==> src/rtl/gpio_pwr_port.sv <==
module gpio_pwr_port #(
  parameter int SYNC_STAGES = 2
) (
  input  logic       clk,
  input  logic       rst_n,
  input  logic       wr_en,
  input  logic       wr_sel,
  input  logic [7:0] wr_data,
  input  logic [1:0] rd_sel,
  output logic [7:0] rd_data,
  input  logic       osc_clk,
  input  logic [7:0] pad_in,
  output logic [7:0] pad_out,
  output logic [7:0] pad_oe,
  output logic       halt_req,
  output logic       idle_req,
  output logic       sk_alt_phase,
  input  logic       tmr_io_oe,
  input  logic       tmr_io_out,
  input  logic       sio_so_oe,
  input  logic       sio_so,
  input  logic       sio_sk_oe,
  input  logic       sio_sk_out,
  output logic       ext_int,
  output logic       tmr_cap,
  output logic       tmr_io_in,
  output logic       sio_sk_in,
  output logic       sio_si
);
  localparam int HALT_BIT = 7;
  localparam int IDLE_BIT = 6;
  localparam int PHASE_BIT = 6;
  localparam int IO_W = 6;

  logic [IO_W-1:0] dat_q, cfg_q;
  logic            phase_q, halt_q, idle_q;
  logic [7:0]      sync_q [SYNC_STAGES];
  logic [7:0]      pin_lvl;
  logic            wr_dat, wr_cfg;

  assign wr_dat = wr_en & ~wr_sel;
  assign wr_cfg = wr_en & wr_sel;

  always_ff @(posedge clk) begin
    if (!rst_n) begin
      dat_q   <= '0;
      cfg_q   <= '0;
      phase_q <= 1'b0;
      halt_q  <= 1'b0;
      idle_q  <= 1'b0;
    end else begin
      if (wr_dat) dat_q <= wr_data[IO_W-1:0];
      if (wr_cfg) begin
        cfg_q   <= wr_data[IO_W-1:0];
        phase_q <= wr_data[PHASE_BIT];
      end
      halt_q <= wr_dat & wr_data[HALT_BIT];
      idle_q <= wr_dat & wr_data[IDLE_BIT];
    end
  end

  always_ff @(posedge clk) begin
    if (!rst_n) begin
      for (int s = 0; s < SYNC_STAGES; s++) sync_q[s] <= '0;
    end else begin
      sync_q[0] <= pad_in;
      for (int s = 1; s < SYNC_STAGES; s++) sync_q[s] <= sync_q[s-1];
    end
  end

  assign pin_lvl = {1'b0, sync_q[SYNC_STAGES-1][6:0]};

  always_comb begin
    pad_out = {osc_clk, 1'b0, dat_q};
    pad_oe  = {1'b1, 1'b0, cfg_q};
    if (tmr_io_oe) begin pad_out[3] = tmr_io_out; pad_oe[3] = 1'b1; end
    if (sio_so_oe) begin pad_out[4] = sio_so;     pad_oe[4] = 1'b1; end
    if (sio_sk_oe) begin pad_out[5] = sio_sk_out; pad_oe[5] = 1'b1; end
  end

  always_comb begin
    case (rd_sel)
      2'd0:    rd_data = {2'b00, dat_q};
      2'd1:    rd_data = {1'b0, phase_q, cfg_q};
      2'd2:    rd_data = pin_lvl;
      default: rd_data = '0;
    endcase
  end

  assign halt_req     = halt_q;
  assign idle_req     = idle_q;
  assign sk_alt_phase = phase_q;
  assign ext_int      = pin_lvl[0];
  assign tmr_cap      = pin_lvl[2];
  assign tmr_io_in    = pin_lvl[3];
  assign sio_sk_in    = pin_lvl[5];
  assign sio_si       = pin_lvl[6];
endmodule

==> config.mk <==
export PLATFORM = sky130hd
export DESIGN_NAME = gpio_pwr_port
export DESIGN_NICKNAME = d
export VERILOG_FILES = /design/src/rtl/gpio_pwr_port.sv
export SDC_FILE = /design/constraint.sdc
export NUM_CORES = 1
export LEC_CHECK = 0
export BUFFER_PORTS_ARGS = -buffer_cell sky130_fd_sc_hd__buf_2
export CAP_MARGIN = 0
export CELL_PAD_IN_SITES_DETAIL_PLACEMENT = 1
export CELL_PAD_IN_SITES_GLOBAL_PLACEMENT = 1
export CORE_MARGIN = 4
export CORE_UTILIZATION = 34
export CTS_CLUSTER_SIZE = 30
export DETAILED_ROUTE_END_ITERATION = 12
export PLACE_DENSITY_LB_ADDON = 0.1
export SYNTH_ARGS = -nofsm -noshare
export SYNTH_HDL_FRONTEND = slang
export SYNTH_SLANG_ARGS = --single-unit
==> constraint.sdc <==
create_clock -name clk -period 2 [get_ports clk]
set_input_delay 0.4 -clock clk [delete_from_list [all_inputs] [get_ports clk]]
set_output_delay 0.4 -clock clk [all_outputs]
set_load 0.005 [all_outputs]
# Word level (Yosys, flattened, before mapping)
# Memory sizes are Yosys's and may differ from the RTL's.
# Cells that the tools add are included.
# word_totals
regBits,15
ramBits,16
inputBits,29
out_inout_bits,32
wordCells,27
mem_count,1
# memory_table
memory,words,width,read_ports,rd_clocked_by_memory_dff,wr,line,rtl
sync_q,2,8,2,0,2,37,logic [7:0] sync_q [SYNC_STAGES];
# classes
n_eq_ne,2
mux,11
n_bitwise,7
reduce_logical,1
# ops
cell,n
case mux 7 bit (3 select lines),1
2-to-1 mux 8 bit,2
2-to-1 mux 1 bit,8
bitwise AND 1 bit,4
"equality test 2 x 1 -> 1 bit, second input constant",1
"equality test 2 bit, second input constant",1
logical NOT 2 bit,1
OR 1 bit,2
NOT 1 bit,1

# Depth between registers and ports, before layout
# logic_depth
ltp_word,3
mapped_depth,5
ltp_nobuf,3

# Worst setup path after synthesis
# Ideal clock, no wire load.
# synth_timing
kind,input -> output
from,in rd_sel[1]
to,out rd_data[0]
arrival_ps,935
t_required_ps,1600
path_slack_ps,665
stages,4
n_path_buf,1
cell_sequence,buf_2 > nor2b_2 > nand2_1 > o21ai_0
# synth_via
elab_chain_len,2
elab_cells_between_ends,4
classes_between,eq/ne (2); mux (1); reduce/logical (1)
# synth_lines
item,line,rtl
start: declaration,9,"input logic [1:0] rd_sel,"
"equality test 2 bit, or another cell as far along",82,case (rd_sel)
case mux 7 bit (3 select lines) (*),82,
end: declaration,10,"output logic [7:0] rd_data,"
# Every way passes the cells marked *; elsewhere a longest branch is shown, timed or not.

# Final worst setup path
# layout_timing
from,in rd_sel[0]
to,out rd_data[6]
# The elaborated chain is that of the path after synthesis.

==> impl_summary.txt <==
----------------------------------------------------
[Outcome]
  Result of the run ... completed

[CTS]
  CTS buffer count ... 5
  Number of buffers on the longest clock path ... 2
  Clock slew at the register clock pins of the worst setup and hold paths ... ~60 ps
  Cts-stage hold buffer count ... 0
  CTS Root Buffer Type ... sky130_fd_sc_hd__clkbuf_8
  Number of instances resized during post-cts repair ... 0
  Clk Latency, worst-skew pair ... roughly 270 ps
  Number of setup buffers added after CTS ... 0
  H-tree Lvls ... 2
  Clock tree from TritonCTS ... done
  Total number of clock tree sinks ... 29

[Routing]
  Overall via count from detail_route ... just over 1,000
  Per-cell routed wire length ... 14.0 µm
  Total wire length ... 3170 µm
  DRC violation count after routing ... 0
  Routed via count divided by cell count ... about 4.5
  Detailed-routing iteration count for the pre-antenna-repair pass ... 4
  Number of routed nets with antenna violations ... 0
  Initial DRC count ... 42

[Power]
  Leakage power summed over all cells ... 0.725 nW
  Max VDD drop ... roughly 0.00044 V
  PwrDens ... 789 nW/µm²
  Power Total ... 1.21 mW

[Die]
  Horiz. Die Dim ... 68.8 µm
  Site row count ... 21
  Total core area ... approximately 3400 µm²
  Initial core utilization ... 0.365
  Die outline area ... about 4700 µm²
  Die Y ... 68.8 µm
  Boundary pin count ... 61

[Setup path]
  Reg-to-reg critical path startpoint ... dat_q[3]$_SDFFE_PN0P_
  Worst Path Buf+Inv ... 2
  Slowest CP cell ... sky130_fd_sc_hd__nor2b_2
  Arr. time, crit path ... between 1000 and 1500 ps
  Setup crit start ... rd_sel[0]
  Type of element capturing the critical path ... output port
  CP most frequent cell ... sky130_fd_sc_hd__buf_2
  Data required, critical path ... between 1500 and 2000 ps
  Family with the most delay on the worst path ... simple AND/OR/NAND/NOR gates
  Kind of launch point of the worst setup path ... input pin
  Cells along the critical path ... buf_2 > nor2b_2 > nand2_1 > o21ai_0 > buf_2
  Crit-path max FO ... 8
  Setup CP Type ... in -> out
  Largest incremental delay on the critical path ... 380 ps

[Timing]
  Total negative slack ... 0 ps
  Worst Clk Skew ... 1.27 ps
  Count of final setup violators ... 0
  RSZ-0062 raised after global routing ... false
  Period utilization ... 0.835
  Clock period minus final worst setup slack ... ~1700 ps
  Setup WS post-layout ... 329 ps
  Final Hold Fails ... 0
  Slew Viols, Final ... 0
  Maximum clock rate ... 599 MHz

[Synthesis]
  Cell type with the highest aggregate area in the netlist ... sky130_fd_sc_hd__dfxtp_1
  Synth Cell Area ... 1250 µm²
  Share of the synthesized area in the top cell type ... 0.463
  Netlist cell types ... 19
  Sequential element share of the synthesized area ... 0.463
  Number of register bits inferred by synthesis ... 29
  Warning count from the yosys run ... 0
  Average cell area after synthesis ... roughly 9.3 µm²
  Synth Instances ... between 100 and 150
  Biggest area contributors in the synthesized netlist ... sky130_fd_sc_hd__dfxtp_1, sky130_fd_sc_hd__nand2_1, sky130_fd_sc_hd__buf_4

[Global routing]
  Global Route met2 Usage ... 0.235
  GR Util met3 ... 0.0681
  GRT Util Overall ... 0.150
  Maximum number of pins on one net before global-route repair ... 30
  First-pass GRT wire length ... 5010 µm
  Initial antenna violation count ... 0
  Most heavily used metal layer in global routing ... met2
  Number of global-route vias before repair ... a little under 1,000
  Remaining global-route overflow ... 0
  Met1 capacity usage during global routing ... 0.179

[Final layout]
  Proportion of layout cells with a drive suffix above 1 ... 0.400
  Most frequent cells in the layout ... sky130_fd_sc_hd__buf_2, sky130_fd_sc_hd__dfxtp_1, sky130_fd_sc_hd__nand2_1
  Final net count ... between 200 and 250
  Area overhead of the layout relative to synthesis ... 22.3%
  Leading cell type in the layout, fill and taps excluded ... sky130_fd_sc_hd__buf_2
  Antenna diode count ... 0

[Place]
  Minimum setup slack after placement ... roughly 300 ps
  Global placer's final weighted congestion ... just over 0.7
  IO buf count ... 53
  Half-perimeter wire length after placement ... ~2300 µm

[Worst hold path]
  Worst min-delay path startpoint ... pad_in[4]
  Worst min path class ... in -> reg

[Run]
  Total of max-cap violations ... 0

----------------------------------------------------
==> cells in the mapped netlist, drive strengths merged <==
cell type / n
and2: 14
nand3: 7
clkbuf: 2
mux2i: 6
o21ai: 7
nand2b: 1
dfxtp: 29
and3: 2
nor2b: 2
mux2: 3
buf: 16
conb: 2
or2: 3
nand2: 28
a21boi: 13
==> layer usage <==
| layer | vias to the layer above | share of wire |
|---|---|---|
| met2 | 37 | 0.48 |
| li1 | 508 | - |
| met5 | - | 0 |
| met4 | 0 | 0.013 |
| met1 | 477 | 0.43 |
| met3 | 4 | 0.084 |
==> flip-flops by register name (all words and copies together) (netlist names) <==
register and count:
sync_q 14, cfg_q 6, dat_q 6, halt_req 1, idle_req 1, sk_alt_phase 1
==> kinds of logic after synthesis <==
kind of cell	Yosys count	share of synthesized area
AOI/OAI and AO/OA	20	0.124
buffers and inverters	18	0.104
DFF	29	0.463
muxes	9	0.0748
other	2	0.00598
and+or+nand+nor	57	0.229
==> area by class of cell <==
class | instances | area (µm²)
clock buffers | 8 | 80.1
fillers | 450 | 1910
multi-input cells | 90 | 552
flip-flops and latches | 29 | 581
well taps | 46 | 57.6
repair buffers | 53 | 265
==> report_power, final <==
| part | switching, mW | leakage, nW | internal [mW] |
|---|---|---|---|
| clock network | 0.208 | 0.0395 | 0.246 |
| logic | 0.0694 | 0.447 | 0.0696 |
| registers | 0.0128 | 0.238 | 0.604 |
==> final timing paths <==
kind | to | slack, ps | cells after the start
worst max-delay path | rd_data[6] | 330 | 5
worst min register to register | sync_q[0][14]$_SDFF_PN0_ | 430 | 1
worst min-delay path | sync_q[0][4]$_SDFF_PN0_ | 330 | 2
worst max register to register | dat_q[3]$_SDFFE_PN0P_ | 1310 | 2
==> through the flow <==
stage | cell area [µm²] | utilization | hold slack [ps] | std cells
after CTS | 1540 | 0.446 | 322 | 226
final | 1540 | 0.446 | 327 | 226
after global routing | 1540 | 0.446 | 328 | 226
after floorplan | 1260 | - | 412 | 137
after detailed placement | 1460 | 0.423 | 421 | 218
after global placement | 1460 | 0.423 | 415 | 218
Note: power is estimated with default switching activity, not from simulation.
